**src/rtl/crc_pkg.sv**
```systemverilog
package crc_pkg;

  localparam int          CRC_W  = 32;
  localparam logic [31:0] POLY_W = 32'h04C1_1DB7;
  localparam logic [15:0] POLY_N = 16'h1021;

  function automatic logic [7:0] rev8(input logic [7:0] v);
    logic [7:0] r;
    for (int i = 0; i < 8; i++) r[i] = v[7-i];
    return r;
  endfunction

  function automatic logic [31:0] rev32(input logic [31:0] v);
    logic [31:0] r;
    for (int i = 0; i < 32; i++) r[i] = v[31-i];
    return r;
  endfunction

  function automatic logic [15:0] rev16(input logic [15:0] v);
    logic [15:0] r;
    for (int i = 0; i < 16; i++) r[i] = v[15-i];
    return r;
  endfunction

  // Eight unrolled left-shift steps; d is consumed from bit 7 down to bit 0.
  function automatic logic [31:0] step_byte(input logic [31:0] rem,
                                            input logic [7:0]  d,
                                            input logic        wide);
    logic [31:0] r;
    logic        fb;
    r = rem;
    for (int i = 7; i >= 0; i--) begin
      fb = (wide ? r[31] : r[15]) ^ d[i];
      r  = r << 1;
      if (fb) r = r ^ (wide ? POLY_W : {16'h0, POLY_N});
    end
    if (!wide) r[31:16] = 16'h0;
    return r;
  endfunction

  function automatic logic [31:0] width_mask(input logic wide);
    return wide ? 32'hFFFF_FFFF : 32'h0000_FFFF;
  endfunction

  // Reflect, then complement, then byte-reverse.
  function automatic logic [31:0] shape_out(input logic [31:0] rem,
                                            input logic wide, input logic refl,
                                            input logic cpl,  input logic swap);
    logic [31:0] v;
    v = rem & width_mask(wide);
    if (refl) v = wide ? rev32(v) : {16'h0, rev16(v[15:0])};
    if (cpl)  v = v ^ width_mask(wide);
    if (swap) v = {v[7:0], v[15:8], v[23:16], v[31:24]};
    return v;
  endfunction

endpackage

```
**src/rtl/crc_word_feeder.sv**
```systemverilog
module crc_word_feeder #(
  parameter int DATA_W = 32
) (
  input  logic              clk,
  input  logic              rst_n,
  input  logic              in_valid,
  input  logic [DATA_W-1:0] in_data,
  input  logic              byte_le,
  output logic              in_ready,
  output logic              byte_vld,
  output logic [7:0]        byte_out
);
  localparam int NBYTES = DATA_W / 8;
  localparam int CNT_W  = (NBYTES > 1) ? $clog2(NBYTES) : 1;
  localparam logic [CNT_W-1:0] LAST = CNT_W'(NBYTES - 1);

  logic              busy;
  logic [CNT_W-1:0]  idx;
  logic [DATA_W-1:0] word_q;
  logic              accept;
  logic [CNT_W-1:0]  sel;
  logic [DATA_W-1:0] src;

  assign in_ready = !busy;
  assign accept   = in_valid && !busy;
  assign byte_vld = accept || busy;
  assign sel      = accept ? '0 : idx;
  assign src      = accept ? in_data : word_q;

  always_comb begin
    byte_out = '0;
    for (int k = 0; k < NBYTES; k++) begin
      if (CNT_W'(k) == sel)
        byte_out = byte_le ? src[8*k +: 8] : src[DATA_W-8-8*k +: 8];
    end
  end

  always_ff @(posedge clk or negedge rst_n) begin
    if (!rst_n) begin
      busy   <= 1'b0;
      idx    <= '0;
      word_q <= '0;
    end else if (accept) begin
      word_q <= in_data;
      if (NBYTES > 1) begin
        busy <= 1'b1;
        idx  <= CNT_W'(1);
      end
    end else if (busy) begin
      if (idx == LAST) begin
        busy <= 1'b0;
        idx  <= '0;
      end else begin
        idx <= idx + 1'b1;
      end
    end
  end

  assert_ready_drop_R11: assert property (@(posedge clk) disable iff (!rst_n)
    (in_valid && in_ready) |=> !in_ready);
  assert_ready_back_R11: assert property (@(posedge clk) disable iff (!rst_n)
    (busy && idx == LAST) |=> in_ready);
  assert_word_hold_R6: assert property (@(posedge clk) disable iff (!rst_n)
    (busy && idx != LAST) |=> $stable(word_q));

endmodule

```
**src/rtl/crc_remainder.sv**
```systemverilog
module crc_remainder
  import crc_pkg::*;
#(
  parameter logic [31:0] SEED_RST = 32'hFFFF_FFFF
) (
  input  logic        clk,
  input  logic        rst_n,
  input  logic        wide,
  input  logic        lsb_in,
  input  logic        seed_wr,
  input  logic [31:0] seed_din,
  input  logic        seed_load,
  input  logic        byte_vld,
  input  logic [7:0]  byte_in,
  output logic [31:0] rem_q
);
  logic [31:0] seed_q;
  logic [7:0]  byte_ord;
  logic [31:0] rem_next;

  assign byte_ord = lsb_in ? rev8(byte_in) : byte_in;
  assign rem_next = step_byte(rem_q, byte_ord, wide);

  always_ff @(posedge clk or negedge rst_n) begin
    if (!rst_n) seed_q <= SEED_RST;
    else if (seed_wr) seed_q <= seed_din;
  end

  always_ff @(posedge clk or negedge rst_n) begin
    if (!rst_n)          rem_q <= 32'hFFFF_FFFF;
    else if (seed_load)  rem_q <= seed_q & width_mask(wide);
    else if (byte_vld)   rem_q <= rem_next;
  end

  assert_seed_copy_R4: assert property (@(posedge clk) disable iff (!rst_n)
    seed_load |=> rem_q == ($past(wide) ? $past(seed_q) : {16'h0, $past(seed_q[15:0])}));
  assert_rem_hold_R12: assert property (@(posedge clk) disable iff (!rst_n)
    (!seed_load && !byte_vld) |=> $stable(rem_q));
  assert_narrow_top_R2: assert property (@(posedge clk) disable iff (!rst_n)
    (!wide && (seed_load || byte_vld)) |=> rem_q[31:16] == 16'h0);

endmodule

```
**src/rtl/crc_result_fmt.sv**
```systemverilog
module crc_result_fmt
  import crc_pkg::*;
(
  input  logic        clk,
  input  logic        rst_n,
  input  logic [31:0] rem_q,
  input  logic        wide,
  input  logic        refl,
  input  logic        cpl,
  input  logic        swap,
  output logic [31:0] crc_out
);
  assign crc_out = shape_out(rem_q, wide, refl, cpl, swap);

  assert_swap_place_R10: assert property (@(posedge clk) disable iff (!rst_n)
    (!wide && swap) |-> crc_out[15:0] == 16'h0);
  assert_narrow_out_R2: assert property (@(posedge clk) disable iff (!rst_n)
    (!wide && !swap) |-> crc_out[31:16] == 16'h0);

endmodule

```
**src/rtl/crc_engine.sv**
```systemverilog
module crc_engine #(
  parameter int          DATA_W   = 32,
  parameter logic [31:0] SEED_RST = 32'hFFFF_FFFF
) (
  input  logic              clk,
  input  logic              rst_n,
  input  logic              cfg_wide,
  input  logic              cfg_in_le,
  input  logic              cfg_in_lsb,
  input  logic              cfg_out_lsb,
  input  logic              cfg_out_xor,
  input  logic              cfg_out_swap,
  input  logic              seed_wr,
  input  logic [31:0]       seed_din,
  input  logic              seed_load,
  input  logic              in_valid,
  output logic              in_ready,
  input  logic [DATA_W-1:0] in_data,
  output logic [31:0]       crc_out
);
  logic        byte_vld;
  logic [7:0]  byte_cur;
  logic [31:0] rem_q;

  crc_word_feeder #(.DATA_W(DATA_W)) u_feed (
    .clk(clk), .rst_n(rst_n), .in_valid(in_valid), .in_data(in_data),
    .byte_le(cfg_in_le), .in_ready(in_ready), .byte_vld(byte_vld),
    .byte_out(byte_cur)
  );

  crc_remainder #(.SEED_RST(SEED_RST)) u_rem (
    .clk(clk), .rst_n(rst_n), .wide(cfg_wide), .lsb_in(cfg_in_lsb),
    .seed_wr(seed_wr), .seed_din(seed_din), .seed_load(seed_load),
    .byte_vld(byte_vld), .byte_in(byte_cur), .rem_q(rem_q)
  );

  crc_result_fmt u_fmt (
    .clk(clk), .rst_n(rst_n), .rem_q(rem_q), .wide(cfg_wide),
    .refl(cfg_out_lsb), .cpl(cfg_out_xor), .swap(cfg_out_swap),
    .crc_out(crc_out)
  );

  assert_load_idle_R4: assert property (@(posedge clk) disable iff (!rst_n)
    seed_load |-> in_ready);

endmodule

```
**config.mk**
```make
export PLATFORM = sky130hd
export DESIGN_NAME = crc_engine
export DESIGN_NICKNAME = d
export VERILOG_FILES = /design/src/rtl/crc_pkg.sv /design/src/rtl/crc_word_feeder.sv /design/src/rtl/crc_remainder.sv /design/src/rtl/crc_result_fmt.sv /design/src/rtl/crc_engine.sv
export SDC_FILE = /design/constraint.sdc
export NUM_CORES = 1
export LEC_CHECK = 0
export ABC_AREA = 1
export BUFFER_PORTS_ARGS = -buffer_cell sky130_fd_sc_hd__buf_2
export CAP_MARGIN = 40
export CORE_MARGIN = 1
export CORE_UTILIZATION = 35
export DETAILED_ROUTE_END_ITERATION = 7
export SYNTH_ARGS = -nofsm -noshare
export SYNTH_HDL_FRONTEND = slang
export SYNTH_SLANG_ARGS = --single-unit
```
**constraint.sdc**
```tcl
create_clock -name clk -period 8.4 [get_ports clk]
set_clock_uncertainty 0.1 [all_clocks]
set_input_delay 0.84 -clock clk [delete_from_list [all_inputs] [get_ports clk]]
set_output_delay 0.84 -clock clk [all_outputs]
set_load 0.02 [all_outputs]
```
==> results.md, run 1 <==
* Max-Cap Viols at 0
* DRC violation count after routing at 0
* Crit-path max cell delay at 0.43 ns
* Commonest cells after routing, fill and taps aside: 423 x nand2_1, 138 x inv_1, 138 x o21ai_0, 106 x buf_2, 100 x nand3_1
* Yosys cell types at 45
* H-tree depth at 3
* LEAKAGE at 4.70 nW
* Dpl hpwl at 18.9 mm
* TritonCTS buffer count at 9
* Clk root buf: clkbuf_16
* Sequential area share after synthesis at 31.6%
* Detailed Routing Iterations Pass 1 at 7
* Clk sinks at 99
* Worst Path Required at 8.59 ns
* DIE HEIGHT at 154 um
* CP most frequent cell: nand2_1
* First-pass GRT wire length at 40.1 mm
* Least-Margin Pin Slew at 0.827 ns
* I/O Pins at 108
* Rows at 55
* Largest family of logic cells by synthesized area: simple AND/OR/NAND/NOR gates
* Drt wl/cell at 16.0 um
* Mapped cell area at 8080 um2
* Power Density at 450 nW/um2
* Max_slew headroom at 44.9%
* Critical path class: input port to register
* Synth Area in XOR/XNOR at 7.27%
* Reg2Reg Setup Slack at 3.73 ns
* # resized after CTS at 0
* Synth warnings at 0
* CTS tree: yes
* Vias at 7759
* Crit path launch: in_valid
* Core box area at 22600 um2
* Clk slew on worst S/H paths at 0.07 ns
* R2r startpoint: u_feed.busy
* Worst skew pair latency at 0.36 ns
* Post-synth EDFFs at 0
* Area growth syn-to-layout at 12.5%
* Synth Instances at 1201
* RD Place Congestion at 0.940
* Storage cell area at 2560 um2
* Commonest non-fill, non-tap cell in the layout: nand2_1
* CP arrival at 4.99 ns
* Ys flop type: dfstp_2
* Initial core utilization at 35.7%
* Clock tree buffer depth at 2
* Mapped Nets at 1303
* Unrepaired setup endpoints after global routing: no
* Peak Freq at 208 MHz
* Fin crit period at 4.80 ns
* Post-Synth Adder-Cell Area at 4.18%
* Hold Vio Cnt, Final at 0
* R2r endpoint: u_rem.rem_q[12]
* Initial antenna violation count at 0
* Max IR drop VDD at 225 uV
* Hold WS at 0.371 ns
* Final net count at 1369
* Hold crit path type: register to register
* CTS Hold Buffers Added at 0
* FF+latch count, synth at 99
* GR Overflow Total at 0
* Slowest cell on the critical path: nand2_4
* Vias in the first global route at 7188
* WL final at 24.9 mm
* N_diodes at 0
* Area occupied by multi-input gates at 4660 um2
* Layout cells sized above 1 at 19.5%
* Mux contribution to synthesized area at 1.08%
* GRT Overall Usage at 21.8%
* R2R depth at 31
* DRT iter0 DRCs at 736
* Async SR Flop Fraction at 100%
* Crit. End Element: register
* Maximum fanout along the worst path at 48
* Fin. max-slew vios at 0
* Syn avg cell area at 6.73 um2
* Setup crit end: u_rem.rem_q[12]
* Die area at 23700 um2
* IO buf count at 107
* Largest net degree at the start of global routing at 64
* Critical Path Source Type: input port
* Setup-failing EPs final at 0
* Status: finished clean
* Die W at 154 um
* Simple-gate area share of the yosys netlist at 30.2%
* Crit share post-route at 57.1%
* Postcts setup bufs at 0
* # fillers at 2410
* Final ANT Viol Nets at 0
* Setup_tns at 0 ns
* Synth Area in Compound Gates at 14.9%
* Drt via density at 4.98
## cells by family after synthesis
group                    after synthesis
AND/OR/NAND/NOR                      574
AO/OA/AOI/OAI                        219
buffers and inverters                212
flip-flops                            99
XOR/XNOR                              62
adder cells (fa/ha/maj)               27
multiplexers                           8
## critical path: cells and delay by family
kind | cells | cell delay, ns
AOI/OAI and AO/OA | 1 | 0.27
and+or+nand+nor | 21 | 2.58
buffers and inverters | 6 | 0.58
xor gates and xnor gates | 2 | 0.52
adders and majority gates | 1 | 0.18
## where the power goes
part	switching, W	internal (W)	leakage (nW)	total, W
sequential	0.000141	0.000711	1.08	0.000852
clock	0.000206	0.000237	0.155	0.000444
combinational	0.00187	0.000930	3.47	0.00280
## routing by layer
metal / routed length [um] / global-route usage [%]
met1: 12500 / 32.3
met2: 10500 / 32.8
met3: 1610 / 3.75
met4: 265 / 5.14
met5: 0 / 0
## worst min path at each step
stage | from | to | slack, ns | cells after the start
after floorplan | u_rem.rem_q[26] | u_rem.rem_q[26] | 0.35 | 2
after global placement | u_rem.rem_q[30] | u_rem.rem_q[30] | 0.36 | 2
after detailed placement | u_rem.rem_q[27] | u_rem.rem_q[27] | 0.36 | 2
after CTS | u_rem.rem_q[27] | u_rem.rem_q[27] | 0.38 | 2
after global routing | u_rem.seed_q[28] | u_rem.seed_q[28] | 0.39 | 2
final | u_rem.seed_q[28] | u_rem.seed_q[28] | 0.37 | 2
## cell usage after synthesis, types with 6 or more instances
cell type	number	area share, %
mux2_2	6	0.84
ha_1	27	4.2
nand2_1	423	20
dfrtp_1	35	11
xor2_1	55	6.0
nand3_2	7	0.87
buf_2	6	0.37
nand2_2	10	0.77
o21ai_0	138	8.5
o211ai_1	13	1.2
buf_4	7	0.65
a21oi_1	24	1.5
o22ai_1	7	0.54
o21ai_1	18	1.1
buf_1	6	0.28
inv_2	12	0.56
inv_1	138	6.4
nor2_1	15	0.70
dfstp_2	64	21
nand3_1	100	6.2
clkbuf_1	36	1.7
## stage by stage
stage          worst slack, ns  instance area, um2  power [W]  instances  util, %
5_1_grt                   3.10                9100    0.00450       1557     40.2
3_3_place_gp              3.20                8720    0.00357       1538     38.5
4_1_cts                   3.61                9100    0.00409       1557     40.2
2_1_floorplan             4.32                8080    0.00294       1201        -
6_report                  3.60                9100    0.00410       1557     40.2
3_5_place_dp              3.28                8790    0.00362       1541     38.8
## state kept, by name, indices dropped and copies added (netlist names)
register       cells
u_feed.busy        1
u_rem.seed_q      32
u_feed.word_q     32
u_feed.idx         2
u_rem.rem_q       32
## area by class of cell
class	count	share of cell area [%]
Clock inverter	7	0.894
Inverter	152	6.27
Timing Repair Buffer	115	7.10
Multi-Input combinational cell	890	51.2
Clock buffer	9	2.48
Sequential cell	99	28.1
Tap cell	285	3.92
Power figures use the tool's default switching activity.
==> inputs of run 2 (changes only) <==
==> constraint.sdc (replaced) <==
create_clock -name clk -period 5 [get_ports clk]
set_clock_uncertainty 0.1 [all_clocks]
set_input_delay 0.5 -clock clk [delete_from_list [all_inputs] [get_ports clk]]
set_output_delay 0.5 -clock clk [all_outputs]
set_load 0.02 [all_outputs]
==> results.md, run 2 (synthesis gave the netlist of run 1 again) <==
* Commonest cells after routing, fill and taps aside: 423 x nand2_1, 138 x inv_1, 138 x o21ai_0, 106 x buf_2, 100 x nand3_1
* Worst Hold Endpoint: u_rem.seed_q[18]
* R2r startpoint: u_feed.busy
* Initial antenna violation count at 0 (unchanged)
* Largest net degree at the start of global routing at 62 (-3.1%)
* TritonCTS buffer count at 9 (unchanged)
* Unrepaired setup endpoints after global routing: no
* Layout cells sized above 1 at 20.1% (+0.61 points)
* DIE HEIGHT at 154 um (unchanged)
* Hold Path Depth at 3 (+1)
* IO buf count at 107 (unchanged)
* GR Overflow Total at 0 (unchanged)
* CP arrival at 4.37 ns (-0.62 ns)
* Die area at 23700 um2 (unchanged)
* Initial core utilization at 35.7% (unchanged)
* Least-Margin Pin Slew at 0.840 ns (+0.0130 ns)
* R2R depth at 28 (-9.7%)
* CP most frequent cell: nand2_1
* DRT iter0 DRCs at 744 (+1.1%)
* Final net count at 1380 (+0.80%)
* Setup_tns at 0 ns (unchanged)
* Crit-path max cell delay at 0.42 ns (about the same)
* Clk root buf: clkbuf_16
* Dpl cells at 1551 (+0.65%)
* Core box area at 22600 um2 (unchanged)
* Hold Vio Cnt, Final at 0 (unchanged)
* Dpl hpwl at 18.9 mm (-0.20%)
* Detailed Routing Iterations Pass 1 at 5 (-2)
* Clock tree buffer depth at 2 (unchanged)
* Total power at 0.00693 W (+69%)
* Area growth syn-to-layout at 13.4%
* Worst Path Required at 5.19 ns (-3.40 ns)
* GRT Overall Usage at 21.2% (-0.60 points)
* Max-Cap Viols at 0 (unchanged)
* Drt via density at 4.99 (+0.22%)
* Clk sinks at 99 (unchanged)
* Crit path max-delay family: simple AND/OR/NAND/NOR gates
* H-tree depth at 3 (unchanged)
* Vias in the first global route at 7199 (+0.15%)
* Slowest cell on the critical path: dfrtp_1
* Top Registers: u_feed.word_q (32), u_rem.rem_q (32), u_rem.seed_q (32)
* Storage cell area at 2560 um2 (unchanged)
* Area occupied by multi-input gates at 4660 um2 (unchanged)
* Hold crit path type: input port to register
* Worst path bufs/invs at 5 (-1)
* Postcts setup bufs at 0 (unchanged)
* Power Density at 755 nW/um2 (+68%)
* Setup-failing EPs final at 0 (unchanged)
* # fillers at 2415 (+0.21%)
* DRC violation count after routing at 0 (unchanged)
* Die W at 154 um (unchanged)
* Final cell count without fillers at 1568 (+0.71%)
* Clk slew on worst S/H paths at 0.08 ns (about the same)
* Maximum fanout along the worst path at 30 (-38%)
* Max_slew headroom at 44.0% (-0.86 points)
* Fin crit period at 4.19 ns
* I/O Pins at 108 (unchanged)
* Peak Freq at 239 MHz
* Fin. max-slew vios at 0 (unchanged)
* Final ANT Viol Nets at 0 (unchanged)
* First-pass GRT wire length at 39.3 mm (-1.9%)
* Crit. End Element: register
* Max IR drop VDD at 309 uV (+37%)
* Min-delay src: seed_din[18]
* Critical Path Source Type: register
* Commonest non-fill, non-tap cell in the layout: nand2_1
* Crit share post-route at 83.7%
* Vias at 7831 (+0.93%)
* Drt wl/cell at 15.8 um (-1.6%)
* Worst skew pair latency at 0.37 ns (about the same)
* CTS tree: yes
* Status: finished clean
* Rows at 55 (unchanged)
* Critical path class: register to register
* LEAKAGE at 4.74 nW (+0.92%)
* RD Place Congestion at 0.940 (about the same)
* WL final at 24.7 mm (-0.93%)
* R2r endpoint: u_rem.rem_q[9]
* N_diodes at 0 (unchanged)
* Reg2Reg Setup Slack at 0.81 ns (-2.92 ns)
==> run 2: cell types whose count changed in the layout (fill, tap and decap cells not counted), sizes merged <==
| cell | previous run | this run |
|---|---|---|
| inv | 155 | 153 |
| bufinv | 1 | 0 |
| clkbuf | 9 | 10 |
| clkinv | 3 | 4 |
| buf | 115 | 125 |
| dlygate4sd3 | 0 | 1 |
| clkinvlp | 0 | 1 |
==> run 2: final cells by class <==
cell class / instances / area share (%)
multi-input cells: 890 / 50.8
flip-flops and latches: 99 / 27.9
repair buffers: 126 / 7.89
inverters: 152 / 6.22
well taps: 285 / 3.89
clock buffers: 10 / 2.73
clock inverters: 6 / 0.573
==> run 2: worst min-delay path: cells and delay by family <==
kind	cells	cell delay [ns]
AND/OR/NAND/NOR	1	0.04
AO/OA/AOI/OAI	1	0.06
buffers and inverters	1	0.07
==> run 2: how the worst max path moves through the flow <==
stage               cells after the start         endpoint        start
finish                                 28   u_rem.rem_q[9]  u_feed.busy
global route                           28  u_rem.rem_q[13]  u_feed.busy
CTS                                    28   u_rem.rem_q[9]  u_feed.busy
detailed placement                     30   u_rem.rem_q[9]     in_valid
global placement                       30   u_rem.rem_q[9]     in_valid
floorplan                              30   u_rem.rem_q[9]     in_valid
==> run 2: routing by layer <==
metal / routed length (um) / up-vias / track usage, %
met3: 1920 / 22 / 4.62
met4: 410 / 0 / 5.48
met1: 12100 / 3579 / 31.5
met2: 10300 / 256 / 30.8
met5: 0 / - / 0
li1: - / 3974 / -
==> run 2: power breakdown <==
group / internal, W / switching (W)
registers: 0.00119 / 0.000237
clock network: 0.000377 / 0.000350
logic: 0.00161 / 0.00316
total: 0.00318 / 0.00374
==> run 2: through the flow <==
step | hold WS [ns] | worst slack [ns] | util [%] | cell area (um2)
after detailed placement | 0.360 | 0.648 | 39.1 | 8860
after floorplan | 0.104 | 1.26 | - | 8080
final | 0.239 | 0.814 | 40.5 | 9170
after global routing | 0.233 | 0.365 | 40.5 | 9170
after global placement | 0.359 | 0.756 | 38.9 | 8800
after CTS | 0.228 | 0.837 | 40.5 | 9170
==> run 2: timing repair <==
item                      CTS  global route
hold buffers                1             0
resized for setup           0             0
hold endpoints to repair    2             0
==> inputs of run 3 (changes only) <==
==> constraint.sdc (replaced) <==
create_clock -name clk -period 3.9 [get_ports clk]
set_clock_uncertainty 0.1 [all_clocks]
set_input_delay 0.39 -clock clk [delete_from_list [all_inputs] [get_ports clk]]
set_output_delay 0.39 -clock clk [all_outputs]
set_load 0.02 [all_outputs]
==> results.md, run 3 (synthesis gave the netlist of run 1 again) <==
* DIE HEIGHT at 154 um (unchanged)
* Largest net degree at the start of global routing at 59 (-4.8%)
* R2r endpoint: u_rem.rem_q[9]
* Layout cells sized above 1 at 22.2% (+2.1 points)
* Critical path class: register to register
* DRC violation count after routing at 0 (unchanged)
* N_diodes at 0 (unchanged)
* Crit path max-delay family: simple AND/OR/NAND/NOR gates
* I/O Pins at 108 (unchanged)
* # fillers at 2340 (-3.1%)
* Storage cell area at 2560 um2 (about the same)
* Worst skew pair latency at 0.36 ns (about the same)
* CP arrival at 3.73 ns (-0.64 ns)
* Post-layout util at 41.4% (+0.91 points)
* Peak Freq at 281 MHz (+18%)
* Crit. End Element: register
* Rows at 55 (unchanged)
* Crit path launch: u_feed.busy
* Critical path depth in cells at 28 (unchanged)
* Crit share post-route at 91.3% (+7.6 points)
* Reg2Reg Setup Slack at 0.34 ns (-0.48 ns)
* Worst path bufs/invs at 6 (+1)
* Slowest cell on the critical path: dfrtp_2
* Drt wl/cell at 15.7 um (-0.65%)
* RD Place Congestion at 0.973 (+3.6%)
* Fin. max-slew vios at 0 (unchanged)
* Status: finished clean
* Top Registers: u_feed.word_q (32), u_rem.rem_q (32), u_rem.seed_q (32)
* Worst Path Required at 4.07 ns (-1.12 ns)
* Vias in the first global route at 7218 (+0.26%)
* Hold Vio Cnt, Final at 0 (unchanged)
* CTS Hold Buffers Added at 0 (-1)
* Die area at 23700 um2 (unchanged)
* Commonest cells after routing, fill and taps aside: 421 x nand2_1, 138 x inv_1, 134 x o21ai_0, 106 x buf_2, 98 x nand3_1
* Max_slew headroom at 45.7% (+1.6 points)
* GRT Overall Usage at 21.7% (+0.44 points)
* Clock tree buffer depth at 2 (unchanged)
* Unrepaired setup endpoints after global routing: yes
* Final Instance Area at 9380 um2 (+2.3%)
* Final net count at 1405 (+1.8%)
* Drt via density at 4.93 (-1.4%)
* Commonest non-fill, non-tap cell in the layout: nand2_1
* Fin crit period at 3.56 ns (-0.624 ns)
* Initial antenna violation count at 0 (unchanged)
* Clk root buf: clkbuf_16
* Setup-failing EPs final at 0 (unchanged)
* Crit-path max cell delay at 0.42 ns (about the same)
* WL final at 24.9 mm (+0.93%)
* Critical Path Source Type: register
* Maximum fanout along the worst path at 9 (-70%)
* CP most frequent cell: nand2_1
* CTS tree: yes
* Total power at 0.00920 W (+33%)
* Setup_tns at 0 ns (unchanged)
* Setup crit end: u_rem.rem_q[9]
* Max IR drop VDD at 356 uV (+15%)
* DRT iter0 DRCs at 626 (-16%)
* Area occupied by multi-input gates at 4710 um2 (+1.1%)
* Clk slew on worst S/H paths at 0.07 ns (about the same)
* R2R depth at 28 (unchanged)
* Hold WS at 0.140 ns (-0.0994 ns)
* TritonCTS buffer count at 9 (unchanged)
* Core box area at 22600 um2 (unchanged)
* Max-Cap Viols at 0 (unchanged)
* Die W at 154 um (unchanged)
* GR Overflow Total at 0 (unchanged)
* Hold crit path type: input port to register
* Dpl hpwl at 19.5 mm (+3.3%)
* Initial core utilization at 35.7% (unchanged)
* Final ANT Viol Nets at 0 (unchanged)
* IO buf count at 107 (unchanged)
* H-tree depth at 3 (unchanged)
* Area growth syn-to-layout at 16.0%
* Detailed Routing Iterations Pass 1 at 5 (unchanged)
* Vias at 7847 (+0.20%)
* Area after DPL at 9000 um2 (+1.6%)
* LEAKAGE at 4.85 nW (+2.3%)
* First-pass GRT wire length at 39.9 mm (+1.5%)
* Clk sinks at 99 (unchanged)
* R2r startpoint: u_feed.busy
* Least-Margin Pin Slew at 0.815 ns (-0.0246 ns)
* Power Density at 981 nW/um2 (+30%)
[run 3: cell types whose count changed in the layout (fill, tap and decap cells not counted), sizes merged]
cell | before | now
nand2 | 436 | 437
clkinvlp | 1 | 2
inv | 153 | 152
buf | 125 | 150
dlygate4sd3 | 1 | 0
[run 3: worst reg2reg max path, delay by kind of cell (launching register included)]
family	cells	cell delay [ns]
simple gates	16	1.52
compound gates	2	0.17
flops	1	0.42
xor+xnor	3	0.55
fa+ha+maj	1	0.17
buf+inv	6	0.54
[run 3: metrics by stage]
step           setup slack [ns]  instances
6_report                  0.338       1593
5_1_grt                -0.00522       1593
4_1_cts                   0.158       1590
3_5_place_dp             0.0630       1574
3_3_place_gp             0.0621       1573
2_1_floorplan             0.223       1201
[run 3: worst min path at each step]
| stage | to | start | slack, ns | depth (start not counted) |
|---|---|---|---|---|
| after global routing | u_rem.seed_q[31] | seed_din[31] | 0.13 | 3 |
| after global placement | u_rem.seed_q[29] | u_rem.seed_q[29] | 0.36 | 2 |
| after CTS | u_rem.seed_q[30] | seed_din[30] | 0.13 | 3 |
| after floorplan | u_feed.busy | rst_n | -0.006 | 0 |
| after detailed placement | u_rem.rem_q[27] | u_rem.rem_q[27] | 0.36 | 2 |
| final | u_rem.seed_q[14] | seed_din[14] | 0.14 | 3 |
[run 3: cell type report]
| type | instances | share of cell area (%) |
|---|---|---|
| clock buffer | 10 | 2.67 |
| tap | 285 | 3.80 |
| multi-input combinational | 891 | 50.2 |
| inverter | 152 | 6.14 |
| clock inverter | 6 | 0.560 |
| timing repair buffer | 150 | 9.30 |
| sequential | 99 | 27.3 |
[run 3: per-layer routing]
layer | vias to the layer above | wire length, um | GRT usage, %
met3 | 30 | 1630 | 4.43
li1 | 4026 | - | -
met4 | 0 | 571 | 6.67
met2 | 230 | 10200 | 31.1
met5 | - | 0 | 0
met1 | 3561 | 12600 | 32.2
[run 3: where the power goes]
| part | switching, W | total, W | internal, W |
|---|---|---|---|
| Combinational | 0.00413 | 0.00643 | 0.00230 |
| Sequential | 0.000307 | 0.00184 | 0.00153 |
| Clock | 0.000448 | 0.000931 | 0.000483 |
[run 3: repair_timing]
action	4_1_cts	5_1_grt
resized for setup	0	16
buffers inserted	0	2
setup endpoints to repair	0	20
